===== src/rtl/irqagg_pkg.sv =====
package irqagg_pkg;

    typedef enum logic [2:0] {
        RGN_STAT,
        RGN_MASK,
        RGN_MODE,
        RGN_SUMM,
        RGN_NONE
    } rgn_e;

    localparam int MODE_GIM_BIT = 0;
    localparam int MODE_VIS_BIT = 1;

endpackage


===== src/rtl/irqagg_stat_reg.sv =====
module irqagg_stat_reg #(
    parameter int DW          = 8,
    parameter bit SHOW_MASKED = 1'b1
) (
    input  logic          clk,
    input  logic          rst_n,
    input  logic [DW-1:0] evt,
    input  logic [DW-1:0] mask,
    input  logic          vis_en,
    input  logic          rd_clr,
    output logic [DW-1:0] stat
);

    logic [DW-1:0] rec;
    logic [DW-1:0] stat_nx;

    always_comb begin
        if (SHOW_MASKED && vis_en) rec = evt;
        else                       rec = evt & ~mask;
    end

    always_comb stat_nx = (rd_clr ? '0 : stat) | rec;

    always_ff @(posedge clk or negedge rst_n) begin
        if (!rst_n) stat <= '0;
        else        stat <= stat_nx;
    end

    AST_CLEAR_ON_READ: assert property (@(posedge clk) disable iff (!rst_n)
        (rd_clr && evt == '0) |=> (stat == '0));

    AST_UNMASKED_KEPT: assert property (@(posedge clk) disable iff (!rst_n)
        ((evt & ~mask) != '0) |=> ((stat & $past(evt & ~mask)) == $past(evt & ~mask)));

    AST_MASKED_DROPPED: assert property (@(posedge clk) disable iff (!rst_n)
        !(SHOW_MASKED && vis_en) |=> ((stat & ~$past(stat) & $past(mask)) == '0));

endmodule


===== src/rtl/irqagg_bank.sv =====
module irqagg_bank #(
    parameter int DW   = 8,
    parameter int NREG = 8,
    parameter int NVIS = 6,
    parameter int IW   = $clog2(NREG)
) (
    input  logic               clk,
    input  logic               rst_n,
    input  logic [NREG*DW-1:0] evt_all,
    input  logic               vis_en,
    input  logic [NREG-1:0]    rd_clr,
    input  logic               mask_we,
    input  logic [IW-1:0]      mask_idx,
    input  logic [DW-1:0]      wdata,
    output logic [NREG*DW-1:0] stat_all,
    output logic [NREG*DW-1:0] mask_all,
    output logic [NREG-1:0]    pend
);

    for (genvar i = 0; i < NREG; i++) begin : g_reg
        logic [DW-1:0] mask_q;
        logic [DW-1:0] stat_q;

        always_ff @(posedge clk or negedge rst_n) begin
            if (!rst_n)                              mask_q <= '1;
            else if (mask_we && mask_idx == IW'(i))  mask_q <= wdata;
        end

        irqagg_stat_reg #(
            .DW          (DW),
            .SHOW_MASKED (i < NVIS)
        ) u_stat (
            .clk    (clk),
            .rst_n  (rst_n),
            .evt    (evt_all[i*DW +: DW]),
            .mask   (mask_q),
            .vis_en (vis_en),
            .rd_clr (rd_clr[i]),
            .stat   (stat_q)
        );

        assign stat_all[i*DW +: DW] = stat_q;
        assign mask_all[i*DW +: DW] = mask_q;
        assign pend[i]              = |(stat_q & ~mask_q);
    end

endmodule


===== src/rtl/irqagg_bus.sv =====
module irqagg_bus
    import irqagg_pkg::*;
#(
    parameter int AW   = 5,
    parameter int DW   = 8,
    parameter int NREG = 8,
    parameter int IW   = $clog2(NREG)
) (
    input  logic               clk,
    input  logic               rst_n,
    input  logic [AW-1:0]      bus_addr,
    input  logic               bus_rd,
    input  logic               bus_wr,
    input  logic [DW-1:0]      bus_wdata,
    input  logic [NREG*DW-1:0] stat_all,
    input  logic [NREG*DW-1:0] mask_all,
    input  logic [NREG-1:0]    pend,
    output logic [DW-1:0]      bus_rdata,
    output logic [NREG-1:0]    rd_clr,
    output logic               mask_we,
    output logic [IW-1:0]      mask_idx,
    output logic               gim,
    output logic               vis_en
);

    localparam logic [AW-1:0] MASK_BASE = AW'(NREG);
    localparam logic [AW-1:0] MODE_ADDR = AW'(2 * NREG);
    localparam logic [AW-1:0] SUMM_ADDR = AW'(2 * NREG + 1);

    rgn_e          rgn;
    logic [IW-1:0] idx;
    logic [DW-1:0] rd_val;

    always_comb begin
        rgn = RGN_NONE;
        idx = '0;
        if (bus_addr < MASK_BASE) begin
            rgn = RGN_STAT;
            idx = IW'(bus_addr);
        end else if (bus_addr < MODE_ADDR) begin
            rgn = RGN_MASK;
            idx = IW'(bus_addr - MASK_BASE);
        end else if (bus_addr == MODE_ADDR) begin
            rgn = RGN_MODE;
        end else if (bus_addr == SUMM_ADDR) begin
            rgn = RGN_SUMM;
        end
    end

    for (genvar i = 0; i < NREG; i++) begin : g_clr
        assign rd_clr[i] = bus_rd && (rgn == RGN_STAT) && (idx == IW'(i));
    end

    assign mask_we  = bus_wr && (rgn == RGN_MASK);
    assign mask_idx = idx;

    always_ff @(posedge clk or negedge rst_n) begin
        if (!rst_n) begin
            gim    <= 1'b1;
            vis_en <= 1'b0;
        end else if (bus_wr && rgn == RGN_MODE) begin
            gim    <= bus_wdata[MODE_GIM_BIT];
            vis_en <= bus_wdata[MODE_VIS_BIT];
        end
    end

    always_comb begin
        rd_val = '0;
        unique case (rgn)
            RGN_STAT: rd_val = stat_all[int'(idx)*DW +: DW];
            RGN_MASK: rd_val = mask_all[int'(idx)*DW +: DW];
            RGN_MODE: begin
                rd_val[MODE_GIM_BIT] = gim;
                rd_val[MODE_VIS_BIT] = vis_en;
            end
            RGN_SUMM: rd_val = DW'(pend);
            RGN_NONE: rd_val = '0;
        endcase
    end

    always_ff @(posedge clk or negedge rst_n) begin
        if (!rst_n)      bus_rdata <= '0;
        else if (bus_rd) bus_rdata <= rd_val;
    end

    AST_RDATA_HOLD: assert property (@(posedge clk) disable iff (!rst_n)
        !bus_rd |=> $stable(bus_rdata));

    AST_SUMM_NO_CLEAR: assert property (@(posedge clk) disable iff (!rst_n)
        (bus_rd && bus_addr == SUMM_ADDR) |-> (rd_clr == '0));

    AST_ONE_CLEAR: assert property (@(posedge clk) disable iff (!rst_n)
        $onehot0(rd_clr));

endmodule


===== src/rtl/irqagg_top.sv =====
module irqagg_top #(
    parameter int DW  = 8,
    parameter int NCH = 2,
    parameter int NSR = 3,
    parameter int AW  = 5
) (
    input  logic                 clk,
    input  logic                 rst_n,
    input  logic [NCH*NSR*DW-1:0] ch_evt,
    input  logic [DW-1:0]        dma_evt,
    input  logic [DW-1:0]        port_evt,
    input  logic [AW-1:0]        bus_addr,
    input  logic                 bus_rd,
    input  logic                 bus_wr,
    input  logic [DW-1:0]        bus_wdata,
    output logic [DW-1:0]        bus_rdata,
    output logic                 irq_n
);

    localparam int NVIS = NCH * NSR;
    localparam int NREG = NVIS + 2;
    localparam int IW   = $clog2(NREG);

    logic [NREG*DW-1:0] evt_all;
    logic [NREG*DW-1:0] stat_all;
    logic [NREG*DW-1:0] mask_all;
    logic [NREG-1:0]    pend;
    logic [NREG-1:0]    rd_clr;
    logic               mask_we;
    logic [IW-1:0]      mask_idx;
    logic               gim;
    logic               vis_en;

    assign evt_all = {port_evt, dma_evt, ch_evt};

    irqagg_bank #(
        .DW   (DW),
        .NREG (NREG),
        .NVIS (NVIS),
        .IW   (IW)
    ) u_bank (
        .clk      (clk),
        .rst_n    (rst_n),
        .evt_all  (evt_all),
        .vis_en   (vis_en),
        .rd_clr   (rd_clr),
        .mask_we  (mask_we),
        .mask_idx (mask_idx),
        .wdata    (bus_wdata),
        .stat_all (stat_all),
        .mask_all (mask_all),
        .pend     (pend)
    );

    irqagg_bus #(
        .AW   (AW),
        .DW   (DW),
        .NREG (NREG),
        .IW   (IW)
    ) u_bus (
        .clk       (clk),
        .rst_n     (rst_n),
        .bus_addr  (bus_addr),
        .bus_rd    (bus_rd),
        .bus_wr    (bus_wr),
        .bus_wdata (bus_wdata),
        .stat_all  (stat_all),
        .mask_all  (mask_all),
        .pend      (pend),
        .bus_rdata (bus_rdata),
        .rd_clr    (rd_clr),
        .mask_we   (mask_we),
        .mask_idx  (mask_idx),
        .gim       (gim),
        .vis_en    (vis_en)
    );

    assign irq_n = ~(~gim & (|pend));

    AST_GIM_BLOCKS: assert property (@(posedge clk) disable iff (!rst_n)
        gim |-> irq_n);

    AST_IRQ_HAS_CAUSE: assert property (@(posedge clk) disable iff (!rst_n)
        !irq_n |-> ((stat_all & ~mask_all) != '0));

    AST_UNMASKED_SETS: assert property (@(posedge clk) disable iff (!rst_n)
        ((evt_all & ~mask_all) != '0) |=> (pend != '0));

endmodule


===== config.mk =====
export PLATFORM = sky130hd
export DESIGN_NAME = irqagg_top
export DESIGN_NICKNAME = d
export VERILOG_FILES = /design/src/rtl/irqagg_pkg.sv /design/src/rtl/irqagg_stat_reg.sv /design/src/rtl/irqagg_bank.sv /design/src/rtl/irqagg_bus.sv /design/src/rtl/irqagg_top.sv
export SDC_FILE = /design/constraint.sdc
export NUM_CORES = 1
export LEC_CHECK = 0
export ABC_CLOCK_PERIOD_IN_PS = 2650
export BUFFER_PORTS_ARGS = -buffer_cell sky130_fd_sc_hd__clkbuf_2
export CAP_MARGIN = 0
export CORE_AREA = 5 5 135 137
export CTS_BUF_LIST = sky130_fd_sc_hd__clkbuf_4
export DETAILED_ROUTE_END_ITERATION = 12
export DIE_AREA = 0 0 140 142
export PLACE_DENSITY_LB_ADDON = 0.12
export SYNTH_ARGS = -nofsm -noshare
export SYNTH_HDL_FRONTEND = slang
export SYNTH_HIERARCHICAL = 1
export SYNTH_SLANG_ARGS = --single-unit

===== constraint.sdc =====
create_clock -name clk -period 2.65 [get_ports clk]
set_input_delay 0.3975 -clock clk [delete_from_list [all_inputs] [get_ports clk]]
set_output_delay 0.3975 -clock clk [all_outputs]
set_load 0.01 [all_outputs]

==> results_dict.tcl <==
set metrics [dict create \
    avgRoutedWirePerCell_um 22.71 \
    max-clock-path-buffers 2 \
    fin_tns_setup_ps -124.7 \
    cts.htree.levels 4 \
    p_leak_nw 4.126 \
    synth.cell_area_um2 7426 \
    fmax_ghz 0.3604 \
    io_pins 90 \
    portBuffers 89 \
    cts_tree "built" \
    drv_slew 0 \
    violations "negative setup slack" \
    critPathKind "register to output port" \
    root_buffer "clkbuf_4" \
    worstHoldStart "port_evt[2]" \
    skew_ps 19.34 \
    wl_um 23820 \
    antenna_cells 0 \
    p_per_area_nw_per_um2 570.5 \
    ant_nets 0 \
    clock_latency_ps 570 \
    start_kind "register" \
    syn-num-nets 769 \
    design.core.area_um2 16940 \
    initialDrtViolationCount 539 \
    grt_max_degree 77 \
    areaGrowthSynthToFinish_pct 16.88 \
    antenna_found_initial 0 \
    layout_commonest_cell "inv_1" \
    setup_viol 1 \
    final_cell_mix "113 x inv_1, 87 x clkbuf_2, 73 x dfrtp_1, 66 x mux2_2, 65 x dfstp_2" \
    cp-end-kind "output port" \
    cts_buffers 17 \
    cp-startpoint "u_bank/g_reg[6].mask_q[4]$_DFFE_PN1P_" \
    fin_crit_sh_pct 104.7 \
    vias_per_cell 5.775 \
    outcome "finished with violations" \
    synthDistinctLibCells 48 \
    num-nets-final 892 \
    r2r_cells 5 \
    postSynthAreaPerCell_um2 10.79 \
    die_w_um 140 \
    min_period_ps 2775 \
    final_layout_size_suffix_gt1_share_pct 38.83 \
    clk_pin_slew_ps 140 \
    yosysWarnings 6 \
    yosysSeqAreaShare_pct 47.60 \
    hold_path_class "input port to register" \
    synth_top_area_cell "dfrtp_1" \
    cp.required_ps 2250 \
    crit_fanout 4 \
    placed_area_um2 8239 \
    hold_viol 0 \
    start_util_pct 43.85 \
    final_util_pct 51.25 \
    routabilityCongestion 0.9705 \
    arrival_ps 2380 \
    r2r-start "u_bank/g_reg[1].mask_q[4]$_DFFE_PN1P_" \
    worst_ir_drop_vdd_mv 0.2818 \
    synth_top_area_share_pct 24.60 \
    holdPathEnd "u_bank/g_reg[7].u_stat/stat[2]$_DFF_PN0_" \
    clock_sinks 138 \
    hold-worst-slack_ps 39.53 \
    die_area_um2 19880 \
    reg2reg_setup_slack_ps 600 \
    ys_top_cells_by_area "dfrtp_1 25%, dfstp_2 23%, mux2_2 10%" \
    grt_pass1_vias 6295 \
    fin_ws_ps -124.7 \
    grt_pass1_wl_um 36740 \
    slew_headroom_pct 62.57 \
    rr_endpoint "u_bus/bus_rdata[1]$_DFFE_PN0P_" \
    grt_util_met3_pct 5.410 \
    first_pass_iters 5 \
    holdPathStages 3 \
    dpl.hpwl_um 17640 \
    grt_usage_pct 24.30 \
    grt_use_met1_pct 34.13 \
    ys_ff_latch 138 \
    die_y_um 142 \
    grt-ovfl-total 0 \
    use_met2_pct 38.09 \
    grt_busiest_layer "met2" \
    syn-instance-count 688 \
    drc 0 \
    cap_viol_max_count 0 \
    grt_setup_unrepaired "yes" \
    design_area_um2 8680 \
    vias 6058 \
    nFillCells 1598 \
    rows 48 \
    tightest_slew_ps 561.4 \
]
-- metrics by stage --
| stage | instances | power, W | setup slack (ps) |
|---|---|---|---|
| CTS | 1049 | 0.004971 | -168.0 |
| global placement | 1003 | 0.003540 | 160.1 |
| floorplan | 688 | 0.003163 | 615.8 |
| global route | 1049 | 0.005186 | -208.5 |
| detailed placement | 1003 | 0.003568 | 124.8 |
| finish | 1049 | 0.004952 | -124.7 |
-- per-layer routing --
layer | vias up | part of all wire [%]
met2 | 241 | 46
met1 | 3041 | 45
met4 | 0 | 2.3
li1 | 2730 | -
met5 | - | 0
met3 | 46 | 6.8
-- cell usage after synthesis, drive strengths merged --
library cell / count
o211ai: 4
o22ai: 64
o32a: 2
nand3: 7
mux2: 68
nor2: 22
or3: 1
nor3: 9
dfstp: 65
nand2b: 54
o21a: 1
clkbuf: 9
a221oi: 8
nand4: 1
or4: 9
nand2: 10
mux2i: 23
a21o: 2
a311oi: 1
buf: 18
a221o: 11
o21ai: 10
o31a: 1
nor2b: 9
a22oi: 3
mux4: 9
a2bb2oi: 1
a211o: 2
a21oi: 12
inv: 115
nor4: 2
clkinv: 1
dfrtp: 73
o31ai: 1
a211oi: 1
a31oi: 5
nor3b: 2
nor4b: 1
a22o: 48
nand4b: 3
-- worst max path at each step --
stage                                                 end  cells past startpoint
floorplan           u_bank/g_reg[4].mask_q[0]$_DFFE_PN1P_                      8
global placement                                    irq_n                      6
detailed placement                                  irq_n                      6
CTS                                                 irq_n                      5
global route                                        irq_n                      5
finish                                              irq_n                      5
-- state kept, by name, indices dropped and copies added (netlist names) --
signal,count
u_bank/g.u_stat/stat,64
u_bank/g.mask_q,64
u_bus/gim,1
u_bus/bus_rdata,8
u_bus/vis_en,1
-- where the power goes --
group          leakage [nW]  internal (W)  switching (W)
clock                 0.130      0.000554       0.000796
sequential             1.36       0.00243       0.000233
combinational          2.63      0.000470       0.000471
total                  4.13       0.00345        0.00150
-- timing repair --
| item | CTS | global route |
|---|---|---|
| gates resized for setup | 11 | 3 |
| hold endpoints to repair | 25 | 0 |
| pin swaps | 3 | 1 |
| endpoints found under the setup margin | 1 | 1 |
| hold buffers | 1 | 0 |
| setup buffers | 14 | 0 |
-- logic make-up after synthesis --
| family | synth area share, % |
|---|---|
| mux | 16.24 |
| flops | 47.60 |
| buf+inv | 7.953 |
| compound gates | 17.46 |
| simple gates | 10.75 |
-- layout make-up --
cell class / instances / area (um^2) / share of cell area [%]
clock buffers: 18 / 135.1 / 1.557
clock inverters: 14 / 131.4 / 1.514
inverters: 116 / 435.4 / 5.017
multi-input cells: 407 / 3361 / 38.72
flip-flops and latches: 138 / 3535 / 40.72
well taps: 225 / 281.5 / 3.243
repair buffers: 131 / 800.8 / 9.226
-- critical path, cell delays in order, from the launching register on --
cell and delay, ps:
dfstp_2 580, o22ai_1 90, or4_4 580, nor4_4 300, a21o_1 180, buf_6 100
Power figures use the tool's default switching activity.
